--- src/rtl/usbctl_pkg.sv ---
package usbctl_pkg;
  localparam int DW = 8;
  localparam int AW = 1;
  // control register bit positions
  localparam int CB_PTRRST = 6;
  localparam int CB_PKTDIS = 4;
  localparam int CB_RESUME = 2;
  localparam int CB_SUSP   = 1;
  // status register bit positions
  localparam int SB_IDLE = 0;
  localparam int SB_ACT  = 1;
  localparam int SB_PERR = 2;
  localparam int NEV     = 2;
  localparam logic [AW-1:0] A_CTRL = '0;
  localparam logic [AW-1:0] A_STAT = 1;

  // sticky bit update: hardware set dominates software clear
  function automatic logic sticky_next(input logic cur, input logic set, input logic clr);
    return set | (cur & ~clr);
  endfunction

  // bits of the control register directly written by the CPU
  function automatic logic [DW-1:0] ctrl_rw_mask();
    logic [DW-1:0] m;
    m = '0;
    m[CB_PTRRST] = 1'b1;
    m[CB_RESUME] = 1'b1;
    m[CB_SUSP]   = 1'b1;
    return m;
  endfunction
endpackage

--- src/rtl/usbctl_ctrl_bits.sv ---
module usbctl_ctrl_bits
  import usbctl_pkg::*;
#(
  parameter int DATA_W = DW
) (
  input  logic              clk,
  input  logic              rst_n,
  input  logic              wr_ctrl,
  input  logic [DATA_W-1:0] wdata,
  input  logic              setup_pulse,
  output logic [DATA_W-1:0] ctrl_q
);
  localparam logic [DATA_W-1:0] RW_MASK = DATA_W'(ctrl_rw_mask());

  logic [DATA_W-1:0] plain_q;
  logic              pkt_dis_q;
  logic              cpu_clr_pd;   // CPU asks to release the lockout
  logic              cpu_try_pd;   // CPU tries to set the lockout (ignored)

  assign cpu_clr_pd = wr_ctrl & ~wdata[CB_PKTDIS];
  assign cpu_try_pd = wr_ctrl &  wdata[CB_PKTDIS];

  always_ff @(posedge clk or negedge rst_n) begin
    if (!rst_n) begin
      plain_q   <= '0;
      pkt_dis_q <= 1'b0;
    end else begin
      pkt_dis_q <= sticky_next(pkt_dis_q, setup_pulse, cpu_clr_pd);
      if (wr_ctrl) plain_q <= wdata & RW_MASK;
    end
  end

  always_comb begin
    ctrl_q = plain_q;
    ctrl_q[CB_PKTDIS] = pkt_dis_q;
  end


  setup_sets_lock_chk: assert property (@(posedge clk) disable iff (!rst_n)
    setup_pulse |=> pkt_dis_q);

  cpu_cannot_set_chk: assert property (@(posedge clk) disable iff (!rst_n)
    (cpu_try_pd && !setup_pulse && !pkt_dis_q) |=> !pkt_dis_q);

  cpu_clear_chk: assert property (@(posedge clk) disable iff (!rst_n)
    (cpu_clr_pd && !setup_pulse) |=> !pkt_dis_q);

  reserved_zero_chk: assert property (@(posedge clk) disable iff (!rst_n)
    wr_ctrl |=> (ctrl_q[7] == 1'b0 && ctrl_q[5] == 1'b0 && ctrl_q[3] == 1'b0 && ctrl_q[0] == 1'b0));
endmodule

--- src/rtl/usbctl_evt_flags.sv ---
module usbctl_evt_flags
  import usbctl_pkg::*;
#(
  parameter int N_EV = NEV
) (
  input  logic            clk,
  input  logic            rst_n,
  input  logic [N_EV-1:0] evt,
  input  logic [N_EV-1:0] w1c,
  input  logic            susp_set_wr,
  input  logic            perr_clr,
  output logic [N_EV-1:0] flags,
  output logic            perr
);
  logic perr_raise;   // suspend requested with no idle pending
  assign perr_raise = susp_set_wr & ~flags[SB_IDLE];

  for (genvar i = 0; i < N_EV; i++) begin : g_flag
    always_ff @(posedge clk or negedge rst_n) begin
      if (!rst_n) flags[i] <= 1'b0;
      else        flags[i] <= sticky_next(flags[i], evt[i], w1c[i]);
    end

    evt_sets_flag_chk: assert property (@(posedge clk) disable iff (!rst_n)
      evt[i] |=> flags[i]);

    w1c_clears_chk: assert property (@(posedge clk) disable iff (!rst_n)
      (w1c[i] && !evt[i]) |=> !flags[i]);
  end

  always_ff @(posedge clk or negedge rst_n) begin
    if (!rst_n) perr <= 1'b0;
    else        perr <= sticky_next(perr, perr_raise, perr_clr);
  end


  perr_raise_chk: assert property (@(posedge clk) disable iff (!rst_n)
    (susp_set_wr && !flags[SB_IDLE]) |=> perr);

  perr_quiet_chk: assert property (@(posedge clk) disable iff (!rst_n)
    (!perr && !susp_set_wr) |=> !perr);
endmodule

--- src/rtl/usbctl_top.sv ---
module usbctl_top
  import usbctl_pkg::*;
#(
  parameter int DATA_W = DW,
  parameter int ADDR_W = AW
) (
  input  logic              clk,
  input  logic              rst_n,
  input  logic              cpu_we,
  input  logic [ADDR_W-1:0] cpu_addr,
  input  logic [DATA_W-1:0] cpu_wdata,
  output logic [DATA_W-1:0] cpu_rdata,
  input  logic              setup_pulse,
  input  logic              idle_evt,
  input  logic              act_evt,
  output logic              eng_clk_en,
  output logic              pkt_hold,
  output logic              xcvr_idle,
  output logic              resume_req,
  output logic              ptr_rst,
  output logic              irq
);
  logic              wr_ctrl, wr_stat;
  logic [DATA_W-1:0] ctrl_q;
  logic [NEV-1:0]    ev_vec, w1c_vec, flags;
  logic              perr, susp_set_wr;
  logic [DATA_W-1:0] stat_q;

  assign wr_ctrl     = cpu_we && (cpu_addr == ADDR_W'(A_CTRL));
  assign wr_stat     = cpu_we && (cpu_addr == ADDR_W'(A_STAT));
  assign susp_set_wr = wr_ctrl & cpu_wdata[CB_SUSP];

  assign ev_vec[SB_IDLE]  = idle_evt;
  assign ev_vec[SB_ACT]   = act_evt;
  assign w1c_vec = wr_stat ? cpu_wdata[NEV-1:0] : '0;

  usbctl_ctrl_bits #(.DATA_W(DATA_W)) u_ctrl (
    .clk(clk), .rst_n(rst_n), .wr_ctrl(wr_ctrl), .wdata(cpu_wdata),
    .setup_pulse(setup_pulse), .ctrl_q(ctrl_q)
  );

  usbctl_evt_flags #(.N_EV(NEV)) u_flags (
    .clk(clk), .rst_n(rst_n), .evt(ev_vec), .w1c(w1c_vec),
    .susp_set_wr(susp_set_wr), .perr_clr(wr_stat & cpu_wdata[SB_PERR]),
    .flags(flags), .perr(perr)
  );

  always_comb begin
    stat_q = '0;
    stat_q[NEV-1:0] = flags;
    stat_q[SB_PERR] = perr;
  end

  assign cpu_rdata  = (cpu_addr == ADDR_W'(A_CTRL)) ? ctrl_q : stat_q;
  assign pkt_hold   = ctrl_q[CB_PKTDIS];
  assign eng_clk_en = ~ctrl_q[CB_SUSP];
  assign xcvr_idle  = ctrl_q[CB_SUSP];
  assign resume_req = ctrl_q[CB_RESUME];
  assign ptr_rst    = ctrl_q[CB_PTRRST];
  assign irq        = |flags | perr;


  suspend_gates_clk_chk: assert property (@(posedge clk) disable iff (!rst_n)
    susp_set_wr |=> (!eng_clk_en && xcvr_idle));

  wake_clk_chk: assert property (@(posedge clk) disable iff (!rst_n)
    (wr_ctrl && !cpu_wdata[CB_SUSP]) |=> (eng_clk_en && !xcvr_idle));

  resume_hold_chk: assert property (@(posedge clk) disable iff (!rst_n)
    !wr_ctrl |=> $stable(resume_req) && $stable(ptr_rst));

  irq_quiet_chk: assert property (@(posedge clk) disable iff (!rst_n)
    (!irq && !idle_evt && !act_evt && !susp_set_wr) |=> !irq);
endmodule

--- config.mk ---
export PLATFORM = sky130hd
export DESIGN_NAME = usbctl_top
export DESIGN_NICKNAME = d
export VERILOG_FILES = /design/src/rtl/usbctl_pkg.sv /design/src/rtl/usbctl_ctrl_bits.sv /design/src/rtl/usbctl_evt_flags.sv /design/src/rtl/usbctl_top.sv
export SDC_FILE = /design/constraint.sdc
export NUM_CORES = 1
export LEC_CHECK = 0
export BUFFER_PORTS_ARGS = -buffer_cell sky130_fd_sc_hd__buf_2
export CAP_MARGIN = 20
export CORE_AREA = 2 2 39 41
export CTS_CLUSTER_SIZE = 25
export DETAILED_ROUTE_END_ITERATION = 8
export DIE_AREA = 0 0 41 43
export GPL_TIMING_DRIVEN = 0
export MAX_ROUTING_LAYER = met4
export PLACE_DENSITY_LB_ADDON = 0.15
export SYNTH_ARGS = -nofsm -noshare
export SYNTH_HDL_FRONTEND = slang
export SYNTH_SLANG_ARGS = --single-unit
--- constraint.sdc ---
create_clock -name clk -period 1.5 [get_ports clk]
set_input_delay 0.075 -clock clk [delete_from_list [all_inputs] [get_ports clk]]
set_output_delay 0.075 -clock clk [all_outputs]
set_load 0.1 [all_outputs]
# Word level (Yosys, flattened, before mapping)
# Index checks and enable logic that the tools add are counted.
# op_classes
reduce_logical	3
n_mux	2
n_bitwise	21
# op_table
operator	count
1-bit AND	8
1-bit NOT	8
7-bit two-way mux	1
1-bit bitwise OR	5
1-bit logical AND	2
2-bit two-way mux	1
2-bit OR reduction	1
# totals
ff_bits	7
input_bits	15
out_inout_bits	14
word_cells	31

# Logic depth before layout (Yosys ltp)
# depth
ltp_word	6
depth_mapped	3
depth_no_buf	2

# Cells and area by module
# A second synthesis with hierarchy kept.
# unflattened
cells_unflattened	41
area_unflattened_um2	426.7
# modules_own_cells
module	area_each_um2	seq_area_each_um2	instances	cells_per_inst
usbctl_ctrl_bits	188.9	100.1	1	15
usbctl_top	120.1	0.0	1	16
usbctl_evt_flags	117.6	75.1	1	10

# Least setup slack after synthesis
# Ideal clock, no wire load.
# synth_timing
path_kind	reg-to-output
from	reg u_ctrl.plain_q[1]
to	out cpu_rdata[1]
setup_slack_ns	-2.488
path_stages_with_launch	3
required_time_ns	1.425
n_path_buf	0
t_arrival_ns	3.913
cell_sequence	dfrtp_1 -> inv_1 -> o21ai_0
# synth_between
elab_chain_len	1
# synth_lines
element	line_no	rtl
from (decl)	usbctl_ctrl_bits.sv:15	logic [DATA_W-1:0] plain_q;
from (signal assigned)	usbctl_ctrl_bits.sv:29	if (wr_ctrl) plain_q <= wdata & RW_MASK;
7-bit two-way mux	usbctl_top.sv:54	assign cpu_rdata = (cpu_addr == ADDR_W'(A_CTRL)) ? ctrl_q : stat_q;
to (decl)	usbctl_top.sv:12	output logic [DATA_W-1:0] cpu_rdata,
# Every way passes these cells.

# Worst setup path in the final report
# Ends and elaborated chain as after synthesis.

==> results list <==
- The run finished with clean final reports.
- Summing every instance area after synthesis gives 380 sq um.
* Maximum fanout along the worst path: 3
* Critical path class: reg2out
- For this design the static power due to leakage is 0.288 nW.
- Root Driver: clkbuf_4
* Number of library cell types mapped by synthesis: 18
* Cell Chain, Critical Path: clkinvlp_4 > o21ai_4 > buf_2
- Once detail routing completed, the nets flagged for antenna violations numbered 0.
- The worst path meets setup with 0.0791 ns of slack.
- TritonCTS built the clock tree.
- Fillers: 140
* Post-route clock period utilization: 94.7%
- The worst setup path is launched from a register.
- Die extent in x: 41 microns
- Counting cells, the worst reg-to-reg path comes to 1.
- On the critical path, the stage with the largest delay is an instance of dfrtp_4.
* Clock transition at the register clock pins on the worst setup and hold paths after CTS: 0.05 ns
* Endpoint of the most critical register-to-register path: u_ctrl.plain_q[1]
- Across all layers, the routed design uses 342 vias.
- Crit. End Element: output port
- Area of the die: 1760 sq um
* Remaining Overflow, GRT: 0
- At the end of routability-driven placement, the weighted congestion stood at 0.676.
- The startpoint identified for the worst register-to-register timing path is u_ctrl.plain_q[1].
* Cell family with most CP delay: buffers and inverters
- On the final layout, the worst clock skew is 0.0000515 ns.
- Setup tns final: 0 ns
- Net switching fraction of the power: 49.8%
- GRT Resource Usage Total: 10.4%
- The setup check on the worst reg-to-reg path leaves a slack of 0.63 ns.
* Starting utilization of the core area: 27.5%
* IO Pins: 29
- Final hold analysis gives a worst-case slack of 0.0118 ns.
- Total number of clock tree sinks: 7
- STA puts the critical path data required time at 1.42 ns.
- Number of buffers added by the clock tree synthesis step: 3
- Post-synthesis cell count: 33
* Most frequent cells after synthesis: dfrtp_1, mux2_2, a21o_1, buf_4
* H-tree level count: 1
- In this run the core area contains 14 standard-cell rows.
- Entering global routing, the biggest net connects 11 pins.
- Cell taking the most area after synthesis: dfrtp_1
- Max clock buf depth: 2
* Setup-violating endpoint count in the final report: 0
- End point of the critical path: cpu_rdata[1]
- The region available for standard cell placement spans 1380 sq um.
* Crit path buffers/inverters: 2
* Via-to-Cell Ratio: 4.28
* Placement-stage worst setup slack: 0.344 ns
* Final critical delay including setup and external delays: 1.42 ns
- Initial antenna violation count: 0
* Share of the synthesized area in the top cell type: 46.1%
- The count of endpoints failing hold in the final timing report was 0.
- Number of cells upsized or downsized after cts: 0
* Clock share of power: 22.0%
- After synthesis the netlist holds a flip-flop and latch count of 7.
* Number of enable-type register cells in the synthesized netlist: 0
- Synthesis warning total: 0
* Cell depth of the worst setup path: 3
- Area growth from synthesis to layout: 56.9%
- Setup repair after global routing left no endpoint under its margin.
* Combinational group share of total power: 48.8%
* Highest ir drop seen on vdd: 516 uV
* Number of slew-limit violations in the final report: 0
- Worst hold-check path type: in2reg
* Share of synthesized area occupied by flip-flops and latches: 46.1%
- Mean area per synthesized cell: 11.5 sq um
- DRC violation count after routing: 0
- Among all flip-flop cells after synthesis, the most frequent one is dfrtp_1.
* Net count of the finished layout: 80
- Worst EP arrival: 1.35 ns
* Port Buf Inserts: 22
- Initial DRC Count: 1
- The most common cell in the synthesized netlist is dfrtp_1.
- The first detailed-routing pass ran for 2 iterations.
* Leading post-synthesis cells by cell area: dfrtp_1, mux2_2, a21o_1, buf_4, and2b_2
- Chip Height: 43 microns
- Areal power density over the cells: 1290 nW/um^2
* Highest clock frequency the design can meet: 704 MHz
- Global-route wire length before repair: 1130 microns
- The tool flagged a number of max-cap violations equal to 0.
* Net switching component of the power: 0.382 mW
* Async SR Flop Fraction: 100%
- Reg power frac: 29.2%
- The repair_antennas step left the layout with diodes totalling 0.
- Start point of the critical path: u_ctrl.plain_q[1]
* Skew-Pair Late Insertion Delay: 0.25 ns
- Internal cell power: 0.385 mW
- Routed wirelength normalized by instance count: 10.0 microns
- Number of global-route vias before repair: 273
* Total length of routed wires: 800 microns
* Min-Delay Path Depth: 2
- Share of cells above drive strength 1: 68.8%
- Slowest stage delay, CP: 0.43 ns
placed cells by master (no fill, tap or decap):
master / synthesis / layout
dlygate4sd3_1: 0 / 3
clkbuf_1: 0 / 1
and2b_4: 1 / 1
o21ai_4: 0 / 1
and3b_1: 1 / 1
dfrtp_2: 0 / 3
mux2_2: 4 / 4
a2bb2oi_1: 1 / 1
clkbuf_4: 0 / 3
dfrtp_4: 0 / 1
or3_1: 1 / 1
or3b_1: 1 / 1
buf_2: 0 / 22
a21bo_2: 1 / 1
and2b_2: 2 / 2
dfrtp_1: 7 / 3
buf_6: 1 / 1
and2_2: 1 / 1
buf_4: 3 / 3
a21o_1: 3 / 3
clkinvlp_4: 0 / 1
nand3_1: 2 / 2
conb_1: 1 / 3
nand2_1: 1 / 1
power by group through the flow:
| stage | combinational [mW] | sequential (mW) | clock [mW] |
|---|---|---|---|
| finish | 0.374 | 0.224 | 0.169 |
| global route | 0.388 | 0.227 | 0.189 |
| CTS | 0.376 | 0.225 | 0.178 |
| detailed placement | 0.370 | 0.228 | 0 |
| global placement | 0.369 | 0.227 | 0 |
| floorplan | 0.216 | 0.326 | 0 |
stage by stage:
| step | utilization, % | power, mW | cell area (sq um) | std cells |
|---|---|---|---|---|
| 3_3_place_gp | 39.1 | 0.596 | 541 | 73 |
| 2_1_floorplan | - | 0.542 | 410 | 35 |
| 6_report | 43.1 | 0.768 | 597 | 80 |
| 4_1_cts | 43.1 | 0.779 | 597 | 80 |
| 3_5_place_dp | 39.1 | 0.598 | 541 | 73 |
| 5_1_grt | 43.1 | 0.804 | 597 | 80 |
routing by layer:
layer / vias to the layer above / track usage [%] / part of all wire (%)
li1: 169 / - / -
met1: 155 / 11.9 / 43
met2: 18 / 13.4 / 46
met3: 0 / 7.85 / 10
met4: 0 / 4.00 / 0
met5: - / - / 0
registers in the layout (all words and copies together), names as in the netlist:
register          flops
u_ctrl.plain_q        3
u_ctrl.pkt_dis_q      1
u_flags.flags         2
u_flags.perr          1
worst min-delay path by stage:
stage	start	endpoint
floorplan	rst_n	u_ctrl.pkt_dis_q
global placement	rst_n	u_flags.perr
detailed placement	rst_n	u_flags.perr
CTS	setup_pulse	u_ctrl.pkt_dis_q
global route	setup_pulse	u_ctrl.pkt_dis_q
finish	setup_pulse	u_ctrl.pkt_dis_q
layout make-up:
class | count | area [sq um] | share of cell area (%)
Buffer | 4 | 33.8 | 5.66
Clock buffer | 4 | 26.3 | 4.40
Inverter | 1 | 7.51 | 1.26
Multi-Input combinational cell | 23 | 186 | 31.2
Sequential cell | 7 | 183 | 30.6
Tap cell | 16 | 20.0 | 3.35
Timing Repair Buffer | 25 | 140 | 23.5
cells by family (layout without fill, tap and decap cells):
kind of cell | count (synthesis) | after routing | share of synthesized area [%]
buffers and inverters | 5 | 34 | 9.87
DFF | 7 | 7 | 46.1
muxes | 4 | 4 | 11.8
AOI/OAI and AO/OA | 6 | 6 | 12.2
and+or+nand+nor | 10 | 10 | 19.1
other | 1 | 3 | 0.986
repair_timing:
item,in CTS,in global routing
hold buffers,3,0
buffers inserted,0,0
endpoints found under the hold margin,9,0
No activity file was read; power rests on OpenSTA's default activity.
